### src/rtl/wdog_pkg.sv
// Package: shared register addresses and the mode register layout.
// Assumes a 32-bit data bus with the access key in the upper half.
package wdog_pkg;
    localparam int DW    = 32;
    localparam int KEY_W = 16;

    typedef enum logic [1:0] {
        REG_MODE = 2'd0,
        REG_CLK  = 2'd1,
        REG_KICK = 2'd2,
        REG_STAT = 2'd3
    } reg_sel_e;

    typedef struct packed {
        logic ext_en;
        logic irq_en;
        logic rst_en;
        logic run_en;
    } mode_t;
endpackage

### src/rtl/wdog_prescaler.sv
// Prescaler: a free-running counter that yields a one-cycle tick every
// 2**DIVn cycles for the selected n. A clear restarts the phase at zero.
// Assumes that DIV3 is the largest log2 divider.
module wdog_prescaler #(
    parameter int DIV0 = 3,
    parameter int DIV1 = 5,
    parameter int DIV2 = 7,
    parameter int DIV3 = 10
) (
    input  logic       clk,
    input  logic       rst_n,
    input  logic       clear,
    input  logic [1:0] sel,
    output logic       tick
);
    localparam int PRE_W = DIV3;
    localparam int LOGS [4] = '{DIV0, DIV1, DIV2, DIV3};

    logic [PRE_W-1:0] pre_cnt;
    logic [3:0]       hit;

    // Phase counter, cleared on reset, on a restart and while stopped.
    always_ff @(posedge clk) begin
        if (!rst_n || clear) pre_cnt <= '0;
        else                 pre_cnt <= pre_cnt + 1'b1;
    end

    // One terminal-phase detector for each divider.
    for (genvar i = 0; i < 4; i++) begin : g_hit
        assign hit[i] = &pre_cnt[LOGS[i]-1:0];
    end

    assign tick = hit[sel];
endmodule

### src/rtl/wdog_counter.sv
// Down counter: it reloads to {nib, all ones} on a restart, while stopped
// and after it wraps, and decrements on each tick. It flags an overflow
// when a tick finds it at zero. Assumes the tick lasts one cycle.
module wdog_counter #(
    parameter int CNT_W = 16,
    parameter int NIB_W = 4
) (
    input  logic             clk,
    input  logic             rst_n,
    input  logic             run_en,
    input  logic             reload_req,
    input  logic             tick,
    input  logic [NIB_W-1:0] nib,
    output logic [CNT_W-1:0] cnt,
    output logic             ovf
);
    localparam int LOW_W = CNT_W - NIB_W;

    logic [CNT_W-1:0] reload_val;

    assign reload_val = {nib, {LOW_W{1'b1}}};
    assign ovf        = run_en && tick && !reload_req && (cnt == '0);

    // Count register: reload, wrap or decrement.
    always_ff @(posedge clk) begin
        if (!rst_n)                            cnt <= {{NIB_W{1'b0}}, {LOW_W{1'b1}}};
        else if (!run_en || reload_req || ovf) cnt <= reload_val;
        else if (tick)                         cnt <= cnt - 1'b1;
    end

    // a tick on a non-zero count lowers it by exactly one
    a_r1_step: assert property (@(posedge clk) disable iff (!rst_n)
        (run_en && tick && !reload_req && cnt != '0) |=> (cnt == $past(cnt) - CNT_W'(1)));
endmodule

### src/rtl/wdog_actions.sv
// Overflow actions: a registered reset pulse, a registered interrupt pulse
// and an active-low output held low for STRETCH cycles, each gated by its
// own enable. Assumes overflows are further apart than STRETCH cycles.
module wdog_actions
    import wdog_pkg::*;
#(
    parameter int STRETCH = 8
) (
    input  logic  clk,
    input  logic  rst_n,
    input  logic  ovf,
    input  mode_t mode,
    output logic  rst_pls,
    output logic  irq_pls,
    output logic  ext_n
);
    localparam int STR_W = $clog2(STRETCH + 1);

    logic [STR_W-1:0] str_cnt;

    // One-cycle pulses, registered from the overflow strobe.
    always_ff @(posedge clk) begin
        if (!rst_n) begin
            rst_pls <= 1'b0;
            irq_pls <= 1'b0;
        end else begin
            rst_pls <= ovf && mode.rst_en;
            irq_pls <= ovf && mode.irq_en;
        end
    end

    // Stretch counter for the external output.
    always_ff @(posedge clk) begin
        if (!rst_n)                   str_cnt <= '0;
        else if (ovf && mode.ext_en)  str_cnt <= STR_W'(STRETCH);
        else if (str_cnt != '0)       str_cnt <= str_cnt - 1'b1;
    end

    assign ext_n = (str_cnt == '0);

    // the reset pulse lasts one cycle
    a_r5_rst_single: assert property (@(posedge clk) disable iff (!rst_n)
        rst_pls |=> !rst_pls);
    // the interrupt pulse lasts one cycle
    a_r6_irq_single: assert property (@(posedge clk) disable iff (!rst_n)
        irq_pls |=> !irq_pls);
    // an enabled overflow pulls the external output low
    a_r7_ext_start: assert property (@(posedge clk) disable iff (!rst_n)
        (ovf && mode.ext_en) |=> !ext_n);
    // the output was low 8 cycles before it rises again
    a_r7_ext_len: assert property (@(posedge clk) disable iff (!rst_n)
        $rose(ext_n) |-> !$past(ext_n, 8));
endmodule

### src/rtl/wdog_regs.sv
// Register file: decodes bus writes and checks their keys, holds the mode,
// clock-select and nibble fields, raises the restart strobe and keeps the
// sticky overflow flag. Read data is combinational.
module wdog_regs
    import wdog_pkg::*;
#(
    parameter logic [KEY_W-1:0] CFG_KEY  = 16'h5A3C,
    parameter logic [KEY_W-1:0] KICK_KEY = 16'hC3A5,
    parameter int               CNT_W    = 16,
    parameter int               NIB_W    = 4
) (
    input  logic             clk,
    input  logic             rst_n,
    input  logic             bus_wr,
    input  logic             bus_rd,
    input  logic [1:0]       bus_addr,
    input  logic [DW-1:0]    bus_wdata,
    input  logic             ovf,
    input  logic [CNT_W-1:0] cnt,
    output mode_t            mode,
    output logic [1:0]       clk_sel,
    output logic [NIB_W-1:0] nib,
    output logic             kick,
    output logic [DW-1:0]    bus_rdata
);
    logic [KEY_W-1:0] key;
    logic             cfg_ok;
    logic             wr_mode;
    logic             wr_clk;
    logic             flag_q;

    assign key     = bus_wdata[DW-1 -: KEY_W];
    assign cfg_ok  = (key == CFG_KEY);
    assign wr_mode = bus_wr && (reg_sel_e'(bus_addr) == REG_MODE);
    assign wr_clk  = bus_wr && (reg_sel_e'(bus_addr) == REG_CLK);
    assign kick    = bus_wr && (reg_sel_e'(bus_addr) == REG_KICK) && (key == KICK_KEY);

    // Configuration registers, written only under a valid key.
    always_ff @(posedge clk) begin
        if (!rst_n) begin
            mode    <= '0;
            clk_sel <= '0;
            nib     <= '0;
        end else begin
            if (wr_mode && cfg_ok) mode <= mode_t'(bus_wdata[3:0]);
            if (wr_clk && cfg_ok) begin
                clk_sel <= bus_wdata[1:0];
                nib     <= bus_wdata[NIB_W+1:2];
            end
        end
    end

    // Sticky flag: set by an overflow, cleared by a status read.
    always_ff @(posedge clk) begin
        if (!rst_n)                                         flag_q <= 1'b0;
        else if (ovf)                                       flag_q <= 1'b1;
        else if (bus_rd && reg_sel_e'(bus_addr) == REG_STAT) flag_q <= 1'b0;
    end

    // Read multiplexer.
    always_comb begin
        case (reg_sel_e'(bus_addr))
            REG_MODE: bus_rdata = {{(DW-4){1'b0}}, mode};
            REG_CLK:  bus_rdata = {{(DW-NIB_W-2){1'b0}}, nib, clk_sel};
            REG_STAT: bus_rdata = {cnt, {(DW-CNT_W-1){1'b0}}, flag_q};
            default:  bus_rdata = '0;
        endcase
    end

    // a mode write with a bad key changes nothing
    a_r4_mode_key: assert property (@(posedge clk) disable iff (!rst_n)
        (wr_mode && !cfg_ok) |=> $stable(mode));
    // a clock write with a bad key changes nothing
    a_r4_clk_key: assert property (@(posedge clk) disable iff (!rst_n)
        (wr_clk && !cfg_ok) |=> ($stable(clk_sel) && $stable(nib)));
    // an overflow always leaves the flag set
    a_r10_flag_set: assert property (@(posedge clk) disable iff (!rst_n)
        ovf |=> flag_q);
endmodule

### src/rtl/wdog_keyed.sv
// Top: wires the register file, prescaler, down counter and overflow
// actions together. Assumes single-cycle bus strobes on the system clock.
module wdog_keyed
    import wdog_pkg::*;
#(
    parameter logic [15:0] CFG_KEY  = 16'h5A3C,
    parameter logic [15:0] KICK_KEY = 16'hC3A5,
    parameter int          CNT_W    = 16,
    parameter int          NIB_W    = 4,
    parameter int          STRETCH  = 8
) (
    input  logic        clk,
    input  logic        rst_n,
    input  logic        bus_wr,
    input  logic        bus_rd,
    input  logic [1:0]  bus_addr,
    input  logic [31:0] bus_wdata,
    output logic [31:0] bus_rdata,
    output logic        wd_rst_o,
    output logic        wd_irq_o,
    output logic        wd_ovf_n_o
);
    mode_t            mode;
    logic [1:0]       clk_sel;
    logic [NIB_W-1:0] nib;
    logic             kick;
    logic             tick;
    logic             ovf;
    logic [CNT_W-1:0] cnt;

    wdog_regs #(
        .CFG_KEY (CFG_KEY),
        .KICK_KEY(KICK_KEY),
        .CNT_W   (CNT_W),
        .NIB_W   (NIB_W)
    ) i_regs (
        .clk      (clk),
        .rst_n    (rst_n),
        .bus_wr   (bus_wr),
        .bus_rd   (bus_rd),
        .bus_addr (bus_addr),
        .bus_wdata(bus_wdata),
        .ovf      (ovf),
        .cnt      (cnt),
        .mode     (mode),
        .clk_sel  (clk_sel),
        .nib      (nib),
        .kick     (kick),
        .bus_rdata(bus_rdata)
    );

    wdog_prescaler i_pre (
        .clk  (clk),
        .rst_n(rst_n),
        .clear(kick || !mode.run_en),
        .sel  (clk_sel),
        .tick (tick)
    );

    wdog_counter #(
        .CNT_W(CNT_W),
        .NIB_W(NIB_W)
    ) i_cnt (
        .clk       (clk),
        .rst_n     (rst_n),
        .run_en    (mode.run_en),
        .reload_req(kick),
        .tick      (tick),
        .nib       (nib),
        .cnt       (cnt),
        .ovf       (ovf)
    );

    wdog_actions #(
        .STRETCH(STRETCH)
    ) i_act (
        .clk    (clk),
        .rst_n  (rst_n),
        .ovf    (ovf),
        .mode   (mode),
        .rst_pls(wd_rst_o),
        .irq_pls(wd_irq_o),
        .ext_n  (wd_ovf_n_o)
    );

    // a stopped watchdog raises no pulse in the next cycle
    a_r9_stopped_quiet: assert property (@(posedge clk) disable iff (!rst_n)
        !mode.run_en |=> (!wd_irq_o && !wd_rst_o));
endmodule

### config.mk
export PLATFORM = sky130hd
export DESIGN_NAME = wdog_keyed
export DESIGN_NICKNAME = d
export VERILOG_FILES = /design/src/rtl/wdog_pkg.sv /design/src/rtl/wdog_prescaler.sv /design/src/rtl/wdog_counter.sv /design/src/rtl/wdog_actions.sv /design/src/rtl/wdog_regs.sv /design/src/rtl/wdog_keyed.sv
export SDC_FILE = /design/constraint.sdc
export NUM_CORES = 1
export LEC_CHECK = 0
export BUFFER_PORTS_ARGS = -buffer_cell sky130_fd_sc_hd__buf_2
export CAP_MARGIN = 20
export CELL_PAD_IN_SITES_DETAIL_PLACEMENT = 1
export CELL_PAD_IN_SITES_GLOBAL_PLACEMENT = 2
export CORE_UTILIZATION = 27
export CTS_CLUSTER_SIZE = 16
export DETAILED_ROUTE_END_ITERATION = 10
export PLACE_DENSITY = 0.84
export SLEW_MARGIN = 25
export SYNTH_ARGS = -nofsm -noshare
export SYNTH_HDL_FRONTEND = slang
export SYNTH_SLANG_ARGS = --single-unit
### constraint.sdc
create_clock -name clk -period 1.9 [get_ports clk]
set_input_delay 0.285 -clock clk [delete_from_list [all_inputs] [get_ports clk]]
set_output_delay 0.285 -clock clk [all_outputs]
set_load 0.01 [all_outputs]
Word level (Yosys, flattened, before mapping)
Cells that the tools add are included.

operators by class
  add/subtract/negate cells = 3
  multiply operators = 0
  div/mod/pow operators = 0
  $lt $le $gt $ge = 1
  eq/ne operators = 5
  shift operators = 0
  multiplexer cells = 9
  bitwise logic cells = 1
  reductions and logical operators = 32

operator list
  kind                     count
  $pmux W32 S3             1
  $mux W16                 2
  $eq A16 B15 Y1 const B   1
  $eq A16 B16 Y1 const B   1
  $logic_not A16 Y1        1
  $sub A16 B1 Y16 const B  1
  $logic_and A1 B1 Y1      13
  $add A10 B1 Y10 const B  1
  $reduce_and A10 Y1       1
  $mux W4                  2
  $reduce_and A7 Y1        1
  $reduce_bool A2 Y1       3
  $reduce_and A5 Y1        1
  $eq A2 B2 Y1 const B     2
  $logic_not A4 Y1         1
  $reduce_bool A4 Y1       1
  $reduce_or A2 Y1         2
  $sub A4 B1 Y4 const B    1
  $logic_not A1 Y1         3
  $logic_or A1 B1 Y1       3
  $lt A2 B3 Y1 const B     1
  $mux W1                  3
  $reduce_and A3 Y1        1
  $bmux W1 S2              1
  3 further kinds          3

storage, ports and cells
  register bits after elaboration = 43
  latch bits = 0
  RAM bits = 0
  bits in read-only memories = 0
  input bits = 38
  output and inout port bits = 35
  word-level logic and storage cells = 65
  memories kept = 0

Longest topological paths before layout
  depth after elaboration = 8
  mapped depth = 9
  gate-level depth less buffers = 8

Cells and area by module
From an unflattened synthesis, not the netlist that was laid out.

unflattened totals
  cell total of the unflattened synthesis = 282
  area total of the unflattened synthesis = 2477.4 sq um

modules (own cells, without submodules)
  module          times used  cells each  area an instance (sq um)  seq. area each (sq um)
  wdog_counter    1           105         917.1                     320.3
  wdog_regs       1           101         849.6                     220.2
  wdog_prescaler  1           50          454.2                     200.2
  wdog_actions    1           25          250.2                     120.1
  wdog_keyed      1           1           6.3                       0.0

Worst setup path before layout
No wires, ideal clock.

  kind = flip-flop to flip-flop
  start = register i_pre.pre_cnt[0]
  end = register i_cnt.cnt[3]
  setup time = 0.136 ns
  arrival = 1.814 ns
  data required time = 1.764 ns
  setup slack = -0.050 ns
  cell stages (with the launch flop) = 10
  path buffers = 1
  period minus slack after synthesis = 1.950 ns
  cell sequence = dfxtp_1 -> ha_1 -> and3_1 -> ha_1 -> mux2i_1 -> o32ai_2 -> and2_1 -> a31oi_1 -> buf_2 -> o211ai_1

between the ends
  word-level cells in the longest chain between the ends = 8
  elaborated cells between the ends (all ways) = 11
  those cells by class = mux: 2; reduce/logical: 9

ends and longest elaborated chain
  item                                              RTL line              source
  start, declared                                   wdog_prescaler.sv:19  logic [PRE_W-1:0] pre_cnt;
  start signal, assigned                            wdog_prescaler.sv:25  else pre_cnt <= pre_cnt + 1'b1;
  $reduce_and A10 Y1, or another cell as far along  wdog_prescaler.sv:30  assign hit[i] = &pre_cnt[LOGS[i]-1:0];
  $bmux W1 S2 *                                     wdog_prescaler.sv:33  assign tick = hit[sel];
  $mux W1 (not written as such) *                   wdog_prescaler.sv:33
  $logic_and A1 B1 Y1 (3 in series)                 wdog_counter.sv:22    assign ovf = run_en && tick && !reload_req && (cnt == '0);
  $logic_or A1 B1 Y1                                wdog_counter.sv:27    else if (!run_en || reload_req || ovf) cnt <= reload_val;
  $reduce_or A2 Y1 (no source line)                 -
  end signal, assigned                              wdog_counter.sv:26    if (!rst_n) cnt <= {{NIB_W{1'b0}}, {LOW_W{1'b1}}};
  end signal, assigned                              wdog_counter.sv:27
  end signal, assigned                              wdog_counter.sv:28    else if (tick) cnt <= cnt - 1'b1;
  end, declared                                     wdog_counter.sv:14    output logic [CNT_W-1:0] cnt,

Every way passes the cells marked *; elsewhere a longest branch is shown, timed or not. The select of a mux whose other input is x is not followed.
A chain may end at the register's enable or synchronous reset.

Final worst setup path
  start = register i_cnt.cnt[0]
  end = register i_cnt.cnt[15]

between the ends
  word-level cells in the longest chain between the ends = 4
  elaborated cells between the ends (all ways) = 7
  those cells by class = add/sub: 1; mux: 2; reduce/logical: 4

ends and longest elaborated chain
  item
  parallel branches: the longest is 4 deep, another holds $sub A16 B1 Y16

Parallel ways; which one is timed is not known. The select of a mux whose other input is x is not followed.

==> metrics.yaml <==
status: "finished, violations left"
violations: "negative setup slack"
place.gp.congestion: 0.7945
n_antenna_cell: 0
seqPwrFrac_pct: 51.8
dpl_worst_slack_ns: -0.1418
cts.sink_count: 43
fin_nets: 400
fmax_mhz: 523.2
grt_max_degree: 25
p_int_mw: 1.332
area_delta_synth_final_pct: 39.46
final_common_cell: "buf_2"
cts_tree: "built"
drive_above_1_share_pct: 41.06
dp.final_hpwl_um: 5054
drtPass1Iterations: 4
grt_pass1_wl_um: 11300
clk_pin_slew_ns: 0.08
hp-class: "in -> reg"
die-area_um2: 9127
swShare_pct: 27.52
route.detailed.drc: 0
fp-row-count: 33
finalCritPeriodShare_pct: 100.6
start_util_pct: 28.32
vias_per_cell: 4.844
worstHoldStart: "bus_wdata[4]"
ys_types: 57
clock_latency_ns: 0.30
powerDensity_nw_per_um2: 557.8
leakage_nw: 1.416
n_fill_cell: 974
reg2reg_from: "i_cnt.cnt[0]$_SDFFE_PP1P_"
cts_buffers: 5
grt_pass1_vias: 2336
fin_ws_ns: -0.01128
ys_ff_latch: 43
crit_fanout: 4
drt_iter0_drc: 41
endpoint_kind: "flip-flop"
cts-root-buf: "clkbuf_8"
seq_area_frac_synth_pct: 36.44
clock_power_share_pct: 31.7
ir_drop_uv: 251.5
track_usage_pct: 16.35
slew_violations: 0
syn_area_um2: 2362
start_kind: "flip-flop"
layout_common_cells: "buf_2, buf_4, dfxtp_1"
finalHoldViolCount: 0
tightest_slew_ns: 0.5474
overflow: 0
fin_setup_tns_ns: -0.01721
io_buffers: 52
fin_skew_ns: 0.006858
synth_area_per_cell_um2: 8.948
netlist_instances: 264
worstSetupPathType: "reg -> reg"
cap_violations: 0
cp.required_ns: 2.08
vias: 2243
cp-startpoint: "i_cnt.cnt[0]$_SDFFE_PP1P_"
pwr-share-comb_pct: 16.5
crit_arrival_ns: 2.09
clock_path_buffers: 2
drt_wl_total_um: 7092
ant_nets: 0
ios: 73
slew_headroom_pct: 63.22
antenna_found_initial: 0
ys_warn_count: 0
p_sw_uw: 505.7
die-width_um: 95.54
routedWlPerCell_um: 15.32
min_period_ns: 1.911
grt_setup_unrepaired: "true"
die_height_um: 95.54
finalSetupViolCount: 3
htreeDepth: 2
core_um2: 8341
## stage by stage
| step | power [mW] | area (µm²) | std cells | hold WS, ns | util, % |
|---|---|---|---|---|---|
| 3_5_place_dp | 1.273 | 2928 | 444 | 0.4908 | 35.10 |
| 6_report | 1.838 | 3294 | 463 | 0.2180 | 39.50 |
| 2_1_floorplan | 1.190 | 2399 | 273 | 0.4289 | - |
| 3_3_place_gp | 1.260 | 2928 | 444 | 0.4553 | 35.10 |
| 4_1_cts | 1.858 | 3134 | 457 | 0.2142 | 37.58 |
| 5_1_grt | 1.962 | 3294 | 463 | 0.2384 | 39.50 |
## metal layers
| metal | track usage [%] | vias up | routed length (µm) |
|---|---|---|---|
| met5 | 0 | - | 0 |
| met2 | 29.35 | 40 | 3594 |
| li1 | - | 1106 | - |
| met3 | 2.711 | 9 | 195 |
| met4 | 5.224 | 0 | 104 |
| met1 | 19.72 | 1088 | 3197 |
## power groups by stage
stage                     Combinational (mW)  Clock [mW]  Sequential, mW
after global placement                 0.288           0           0.971
after detailed placement               0.301           0           0.972
after CTS                              0.303       0.604           0.951
after floorplan                        0.223           0           0.967
after global routing                   0.355       0.650           0.958
final                                  0.303       0.582           0.953
## Yosys cell counts, drive strengths merged
cell type	count	share of area [%]
ha	5	2.6
and2	6	1.6
mux2i	18	7.6
o21ai	3	0.79
buf	13	4.1
clkbuf	9	1.4
a31o	2	0.74
nor3	6	1.5
xor2	9	3.3
nand2	21	3.3
or3	4	1.3
nor4b	2	1.0
nand4	4	1.1
dfxtp	43	36
o22ai	4	1.1
and4bb	1	0.53
and3	17	4.6
conb	1	0.16
inv	7	1.1
nand2b	2	0.53
a31oi	4	1.3
nand3b	2	0.64
or3b	1	0.37
nor4bb	2	0.85
a21oi	4	0.85
nor4	4	2.6
o32ai	2	1.1
nand4b	3	1.7
or4	3	1.1
and3b	1	0.37
nand3	13	3.0
or2	1	0.26
xnor2	6	2.2
o31ai	2	0.85
nor2	30	4.8
a41oi	1	0.37
o211ai	4	1.5
nor3b	3	0.95
o41ai	1	0.37
## final cells by class
| class | count | area [µm²] | share of cell area [%] |
|---|---|---|---|
| sequential | 43 | 865.8 | 26.28 |
| timing repair buffer | 99 | 631.9 | 19.18 |
| multi-input combinational | 201 | 1558 | 47.28 |
| inverter | 7 | 26.28 | 0.7976 |
| tap | 105 | 131.4 | 3.988 |
| clock inverter | 1 | 5.005 | 0.1519 |
| clock buffer | 7 | 76.32 | 2.317 |
## critical path: stages, from the launching register on
cell and delay, ns:
dfxtp_2 0.33, inv_2 0.07, ha_4 0.13, or3b_4 0.42
nor4b_4 0.40, buf_4 0.19, nor2_1 0.04, mux2i_1 0.13
o22ai_1 0.09
## worst paths after layout
check / depth (start not counted) / end / slack (ns)
setup reg to reg: 8 / i_cnt.cnt[15]$_SDFFE_PN0P_ / -0.01
hold / removal: 3 / i_regs.nib[2]$_SDFFE_PN0P_ / 0.22
hold reg to reg: 1 / i_act.rst_pls$_SDFF_PN0_ / 0.50
setup / recovery: 8 / i_cnt.cnt[15]$_SDFFE_PN0P_ / -0.01
## repair_timing
action / 4_1_cts / 5_1_grt
setup buffers: 4 / 6
hold buffers: 0 / 0
gates resized for setup: 18 / 25
gates cloned: 1 / 0
pin swaps: 6 / 14
setup endpoints to repair: 21 / 22
## logic make-up (layout without fill, tap and decap cells)
| kind of cell | after synthesis | in the layout | synth area share, % |
|---|---|---|---|
| simple gates | 126 | 126 | 32.04 |
| compound gates | 27 | 27 | 8.899 |
| other cells | 1 | 10 | 0.1587 |
| buf+inv | 29 | 114 | 6.621 |
| xor+xnor | 15 | 15 | 5.562 |
| flops | 43 | 43 | 36.44 |
| mux | 18 | 18 | 7.627 |
| fa+ha+maj | 5 | 5 | 2.648 |
## flip-flops by register name, summed over array words and instances, names as in the netlist
signal and flops:
i_pre.pre_cnt 10, i_act.irq_pls 1, i_regs.mode 4, i_act.rst_pls 1, i_regs.clk_sel 2, i_regs.nib 4, i_cnt.cnt 16, i_regs.flag_q 1
i_act.str_cnt 4
Note: power is estimated with default switching activity, not from simulation.
